$ cat src/rtl/crc8_barrett_pkg.sv
package crc8_barrett_pkg;

  // Strobes from the control path into the datapath.
  typedef struct packed {
    logic capture;   // load the reduced remainder into the output register
    logic clear;     // force the output register to zero
  } crcStrobes_t;

endpackage

$ cat src/rtl/crc8_barrett_control.sv
module crc8_barrett_control
  import crc8_barrett_pkg::*;
(
  input  logic        clk,
  input  logic        rstN,
  input  logic        valIn,
  output crcStrobes_t strobes,
  output logic        resValid
);

  logic validQ;

  always_comb begin
    strobes.clear   = !rstN;
    strobes.capture = rstN && valIn;
  end

  always_ff @(posedge clk) begin
    if (!rstN) validQ <= 1'b0;
    else       validQ <= valIn;
  end

  assign resValid = validQ;

  AST_VALID_FOLLOWS: assert property (@(posedge clk) disable iff (!rstN)
    $past(rstN) |-> (resValid == $past(valIn)));

  AST_ONE_STROBE: assert property (@(posedge clk)
    !(strobes.capture && strobes.clear));

endmodule

$ cat src/rtl/crc8_barrett_datapath.sv
module crc8_barrett_datapath
  import crc8_barrett_pkg::*;
#(
  parameter int          CRC_W    = 8,
  parameter logic [CRC_W-1:0] POLY_LOW = 8'h07
)(
  input  logic               clk,
  input  logic               rstN,
  input  crcStrobes_t        strobes,
  input  logic [2*CRC_W-1:0] dataIn,
  output logic [CRC_W-1:0]   crcOut
);

  localparam int VAL_W = 2 * CRC_W;
  localparam logic [CRC_W:0] POLY_FULL = {1'b1, POLY_LOW};

  // x^(2W) mod P: moves the upper half of V*x^W down by 2W bit positions.
  function automatic logic [CRC_W-1:0] powModPoly(input int n);
    logic [CRC_W:0] d;
    d = '0;
    d[0] = 1'b1;
    for (int i = 0; i < n; i++) begin
      d = d << 1;
      if (d[CRC_W]) d = d ^ POLY_FULL;
    end
    return d[CRC_W-1:0];
  endfunction

  // floor(x^(2W) / P); its top bit is always set.
  function automatic logic [CRC_W:0] polyInverse();
    logic [CRC_W:0] d;
    logic [CRC_W:0] q;
    d = '0;
    d[0] = 1'b1;
    q = '0;
    for (int i = 0; i < VAL_W; i++) begin
      d = d << 1;
      q = q << 1;
      if (d[CRC_W]) begin
        q[0] = 1'b1;
        d = d ^ POLY_FULL;
      end
    end
    return q;
  endfunction

  function automatic logic [VAL_W-1:0] clMul(input logic [CRC_W-1:0] a,
                                             input logic [CRC_W-1:0] b);
    logic [VAL_W-1:0] r;
    r = '0;
    for (int i = 0; i < CRC_W; i++) begin
      if (b[i]) r = r ^ (VAL_W'(a) << i);
    end
    return r;
  endfunction

  localparam logic [CRC_W-1:0] FOLD_K  = powModPoly(VAL_W);
  localparam logic [CRC_W:0]   INV_FULL = polyInverse();
  localparam logic [CRC_W-1:0] INV_LOW = INV_FULL[CRC_W-1:0];

  // Stage 1: fold the upper byte down.
  logic [CRC_W-1:0] hiPart;
  logic [CRC_W-1:0] loPart;
  logic [VAL_W-1:0] foldProd;
  logic [VAL_W-1:0] uVal;

  always_comb begin
    hiPart   = dataIn[VAL_W-1:CRC_W];
    loPart   = dataIn[CRC_W-1:0];
    foldProd = clMul(hiPart, FOLD_K);
    uVal     = foldProd ^ {loPart, {CRC_W{1'b0}}};
  end

  // Stage 2: quotient estimate; the inverse's top bit becomes a shift.
  logic [CRC_W-1:0] uHi;
  logic [VAL_W-1:0] quotProd;
  logic [CRC_W-1:0] quotEst;

  always_comb begin
    uHi      = uVal[VAL_W-1:CRC_W];
    quotProd = {uHi, {CRC_W{1'b0}}} ^ clMul(uHi, INV_LOW);
    quotEst  = quotProd[VAL_W-1:CRC_W];
  end

  // Stage 3: cancel the upper terms with quotient times polynomial.
  logic [VAL_W-1:0] cancelProd;
  logic [CRC_W-1:0] crcNext;

  always_comb begin
    cancelProd = {quotEst, {CRC_W{1'b0}}} ^ clMul(quotEst, POLY_LOW);
    crcNext    = uVal[CRC_W-1:0] ^ cancelProd[CRC_W-1:0];
  end

  // Output register.
  logic [CRC_W-1:0] crcQ;

  always_ff @(posedge clk) begin
    if (strobes.clear)        crcQ <= '0;
    else if (strobes.capture) crcQ <= crcNext;
  end

  assign crcOut = crcQ;

  // The quotient estimate must cancel the whole upper half exactly.
  AST_UPPER_CANCEL: assert property (@(posedge clk) disable iff (!rstN)
    strobes.capture |-> (cancelProd[VAL_W-1:CRC_W] == uHi));

  AST_HOLD_IDLE: assert property (@(posedge clk) disable iff (!rstN)
    (!strobes.capture && $past(rstN)) |=> $stable(crcOut));

  AST_ZERO_IN: assert property (@(posedge clk) disable iff (!rstN)
    (strobes.capture && dataIn == '0) |=> (crcOut == '0));

  AST_RESET_CLEAR: assert property (@(posedge clk)
    strobes.clear |=> (crcOut == '0));

endmodule

$ cat src/rtl/crc8_barrett_reducer.sv
module crc8_barrett_reducer
  import crc8_barrett_pkg::*;
#(
  parameter int               CRC_W    = 8,
  parameter logic [CRC_W-1:0] POLY_LOW = 8'h07
)(
  input  logic               clk,
  input  logic               rstN,
  input  logic               valIn,
  input  logic [2*CRC_W-1:0] dataIn,
  output logic               resValid,
  output logic [CRC_W-1:0]   crcOut
);

  crcStrobes_t strobes;

  crc8_barrett_control uCtrl (
    .clk      (clk),
    .rstN     (rstN),
    .valIn    (valIn),
    .strobes  (strobes),
    .resValid (resValid)
  );

  crc8_barrett_datapath #(
    .CRC_W    (CRC_W),
    .POLY_LOW (POLY_LOW)
  ) uData (
    .clk     (clk),
    .rstN    (rstN),
    .strobes (strobes),
    .dataIn  (dataIn),
    .crcOut  (crcOut)
  );

  AST_KNOWN_VEC: assert property (@(posedge clk) disable iff (!rstN)
    (valIn && dataIn == 16'hFFFE) |=> (crcOut == 8'h23));

endmodule

$ cat config.mk
export PLATFORM = sky130hd
export DESIGN_NAME = crc8_barrett_reducer
export DESIGN_NICKNAME = d
export VERILOG_FILES = /design/src/rtl/crc8_barrett_pkg.sv /design/src/rtl/crc8_barrett_control.sv /design/src/rtl/crc8_barrett_datapath.sv /design/src/rtl/crc8_barrett_reducer.sv
export SDC_FILE = /design/constraint.sdc
export NUM_CORES = 1
export LEC_CHECK = 0
export ABC_AREA = 1
export CELL_PAD_IN_SITES_DETAIL_PLACEMENT = 1
export CELL_PAD_IN_SITES_GLOBAL_PLACEMENT = 2
export CORE_UTILIZATION = 24
export DETAILED_ROUTE_END_ITERATION = 6
export PLACE_DENSITY = 0.88
export SYNTH_ARGS = -nofsm -noshare
export SYNTH_HDL_FRONTEND = slang
export SYNTH_SLANG_ARGS = --single-unit
$ cat constraint.sdc
create_clock -name clk -period 1.8 [get_ports clk]
set_input_delay 0.45 -clock clk [delete_from_list [all_inputs] [get_ports clk]]
set_output_delay 0.45 -clock clk [all_outputs]
set_load 0.005 [all_outputs]
==> results.py, run 1 <==
metrics = {
    "floorplanning": {
        "die_area_mm2": 0.00353,
        "row_count": 20,
        "start_util": 0.255,
        "die_h_um": 59.4,
        "ioPinCount": 28,
        "core-area_mm2": 0.00310,
        "die_x_um": 59.4,
    },
    "clocking": {
        "cts_buffers": 3,
        "clock_latency_ns": 0.26,
        "clk_pin_slew_worst_paths_ns": 0.06,
        "clock_sink_count": 9,
        "cts_tree": "done",
        "clockRootBuffer": "clkbuf_4",
        "cts_max_level": 1,
        "cts_setup_buffers": 0,
        "clock_path_buffers": 2,
    },
    "worst_setup_path": {
        "path_cells": "clkdlybuf4s50_1 > inv_1 > nand2_1 > nand2_2 > nand2_2 > nand3_1 > nand3_1 > nand2_1 > nand2_1 > nand3_1 > nand2_1 > inv_1",
        "worst-path-buf-inv": 3,
        "critPathMaxFanout": 4,
        "rrSetupSlack_ns": 1.13,
        "crit_family": "simple AND/OR/NAND/NOR gates",
        "max_stage_delay_ns": 0.54,
        "worstSetupEndpointType": "flip-flop",
        "slowest_stage": "clkdlybuf4s50_1",
        "r2r_start": "uData.crcOut[5]$_SDFFE_PN0P_",
        "start_kind": "primary input",
        "r2r_cells": 2,
        "cp.required_ns": 1.96,
        "timing.rr.end": "uData.crcOut[5]$_SDFFE_PN0P_",
        "cpMostUsedCell": "nand2_1",
        "crit_arrival_ns": 1.84,
        "startpoint": "dataIn[13]",
        "worstSetupPathType": "in -> reg",
    },
    "layout": {
        "synthToLayoutAreaGrowth_pct": 54.5,
        "fillCellCount": 428,
        "utilization": 0.394,
        "layout_commonest_cell": "nand2_1",
        "final_nets": 179,
        "finalNonFillerCells": 203,
        "n_antenna_cell": 0,
        "layout-drive-gt1-share": 0.201,
        "layout_common_cells": "38 x nand2_1, 26 x clkdlybuf4s50_1, 14 x inv_1, 11 x buf_4",
    },
    "power": {
        "peakVddDrop_uv": 148,
        "power_density_mw_per_mm2": 597,
        "p_leak_nw": 0.615,
        "total_power_mw": 0.731,
    },
    "synthesis": {
        "syn_inst": 118,
        "syn_avg_cell_area_um2": 6.71,
        "yosysSeqAreaShare": 0.227,
        "synth.distinct_cells": 19,
        "synth_seq_cells": 9,
        "yosysWarnings": 0,
        "netlist_area_um2": 792,
        "syn-num-nets": 137,
    },
    "sta": {
        "slew_headroom": 0.807,
        "tightest_slew_ns": 0.287,
        "drv_slew": 0,
        "layout_setup_ws_ns": 0.124,
        "setup_violations": 0,
        "rsz0062_at_grt": "no",
        "fmax_ghz": 0.597,
        "finalSetupTns_ns": 0,
        "layout_min_cycle_time_ns": 1.68,
        "finalCritPeriodShare": 0.931,
        "fin_worst_skew_ns": 0,
        "hold_viol_final": 0,
    },
    "route": {
        "via_count": 828,
        "antenna_left": 0,
        "drt_iter0_drc": 22,
        "via_per_inst": 4.08,
        "wl_per_cell_um": 9.95,
        "drc_errors": 0,
        "totalWireLength_um": 2020,
        "drt-pass1-iter-count": 4,
    },
    "hold_path": {
        "holdCritStartpoint": "uData.crcOut[2]$_SDFFE_PN0P_",
        "whs_path_depth": 4,
        "holdPathEnd": "uData.crcOut[2]$_SDFFE_PN0P_",
        "hp-class": "reg -> reg",
    },
    "global_routing": {
        "grt_pass1_vias": 843,
        "grt_antenna_before_repair": 0,
        "grt_use_total": 0.136,
        "grt_pass1_wl_um": 3590,
        "grt-ovfl-total": 0,
        "grt_max_degree": 9,
    },
    "job": {
        "max-cap-violations": 0,
    },
    "place": {
        "hpwl_um": 1770,
        "port_buffers": 27,
        "gp_congestion": 0.698,
        "dp.cells": 199,
        "dp_slack_ns": -0.182,
    },
    "status": {
        "status": "finished, final reports clean",
    },
}
==> cells in the mapped netlist (all sizes together) <==
cell | n | area [µm²]
nand2 | 48 | 215
inv | 17 | 63.8
xnor2 | 11 | 111
dfxtp | 9 | 180
nand3 | 9 | 45.0
xor2 | 9 | 93.8
o21ai | 6 | 30.0
a21oi | 2 | 10.0
nand3b | 2 | 15.0
nor2 | 2 | 7.51
or2 | 2 | 15.0
buf | 1 | 5.00
==> sequential cells by signal, summed over array words and instances (netlist names) <==
name / cells
uData.crcOut: 8
uCtrl.resValid: 1
==> power breakdown <==
group / switching (mW) / internal, mW / total [mW] / leakage, nW
registers: 0.0105 / 0.222 / 0.233 / 0.0753
clock network: 0.0693 / 0.0853 / 0.155 / 0.0150
logic: 0.164 / 0.179 / 0.343 / 0.525
total: 0.244 / 0.487 / 0.731 / 0.615
==> logic make-up (layout without fill, tap and decap cells) <==
family / Yosys count / count (layout) / synth area share
AND/OR/NAND/NOR: 63 / 63 / 0.376
XOR/XNOR: 20 / 20 / 0.259
buffers and inverters: 18 / 59 / 0.0869
flip-flops: 9 / 9 / 0.227
AO/OA/AOI/OAI: 8 / 8 / 0.0506
==> stage by stage <==
stage | instance area [µm²] | hold slack (ns)
after floorplan | 792 | 0.516
after global placement | 1190 | 0.512
after detailed placement | 1190 | 0.537
after CTS | 1220 | 0.547
after global routing | 1220 | 0.583
final | 1220 | 0.539
==> worst register-to-register path: cells and delay by family, from the launching register on <==
family	cells	cell delay, ns
AO/OA/AOI/OAI	2	0.23
flip-flops	1	0.31
==> worst max-delay path by stage <==
stage / slack [ns] / cells past startpoint / to
finish: 0.12 / 12 / uData.crcOut[2]$_SDFFE_PN0P_
global route: 0.005 / 11 / uData.crcOut[2]$_SDFFE_PN0P_
CTS: 0.1 / 12 / uData.crcOut[2]$_SDFFE_PN0P_
detailed placement: -0.18 / 12 / uData.crcOut[2]$_SDFFE_PN0P_
global placement: -0.11 / 10 / uData.crcOut[1]$_SDFFE_PN0P_
floorplan: 0.44 / 9 / uData.crcOut[1]$_SDFFE_PN0P_
==> what timing repair did <==
item | CTS | global route
gates resized for setup | 0 | 1
hold buffers | 0 | 0
endpoints found under the setup margin | 0 | 2
==> final cells by class <==
cell class,instances,area (µm²),area share
multi-input cells,91,543,0.444
repair buffers,38,355,0.290
flip-flops and latches,9,180,0.147
inverters,17,63.8,0.0521
well taps,44,55.1,0.0450
clock buffers,4,26.3,0.0215
==> metal layers <==
metal,vias to the layer above,GRT usage,routed length (µm)
li1,435,-,-
met1,370,0.151,826
met2,21,0.255,1120
met3,2,0.0131,67
met4,0,0.0612,9
met5,-,0,0
Power figures use the tool's default switching activity.
==> inputs of run 2 (changes only) <==
CAP_MARGIN = 20   (was not set)
==> results of run 2 <==
No change in the layout: final DEF, timing and power equal those of run 1.
==> inputs of run 3 (changes only) <==
CAP_MARGIN = not set   (was 20)
==> results of run 3 <==
No change in the layout: final DEF, timing and power equal those of run 1.
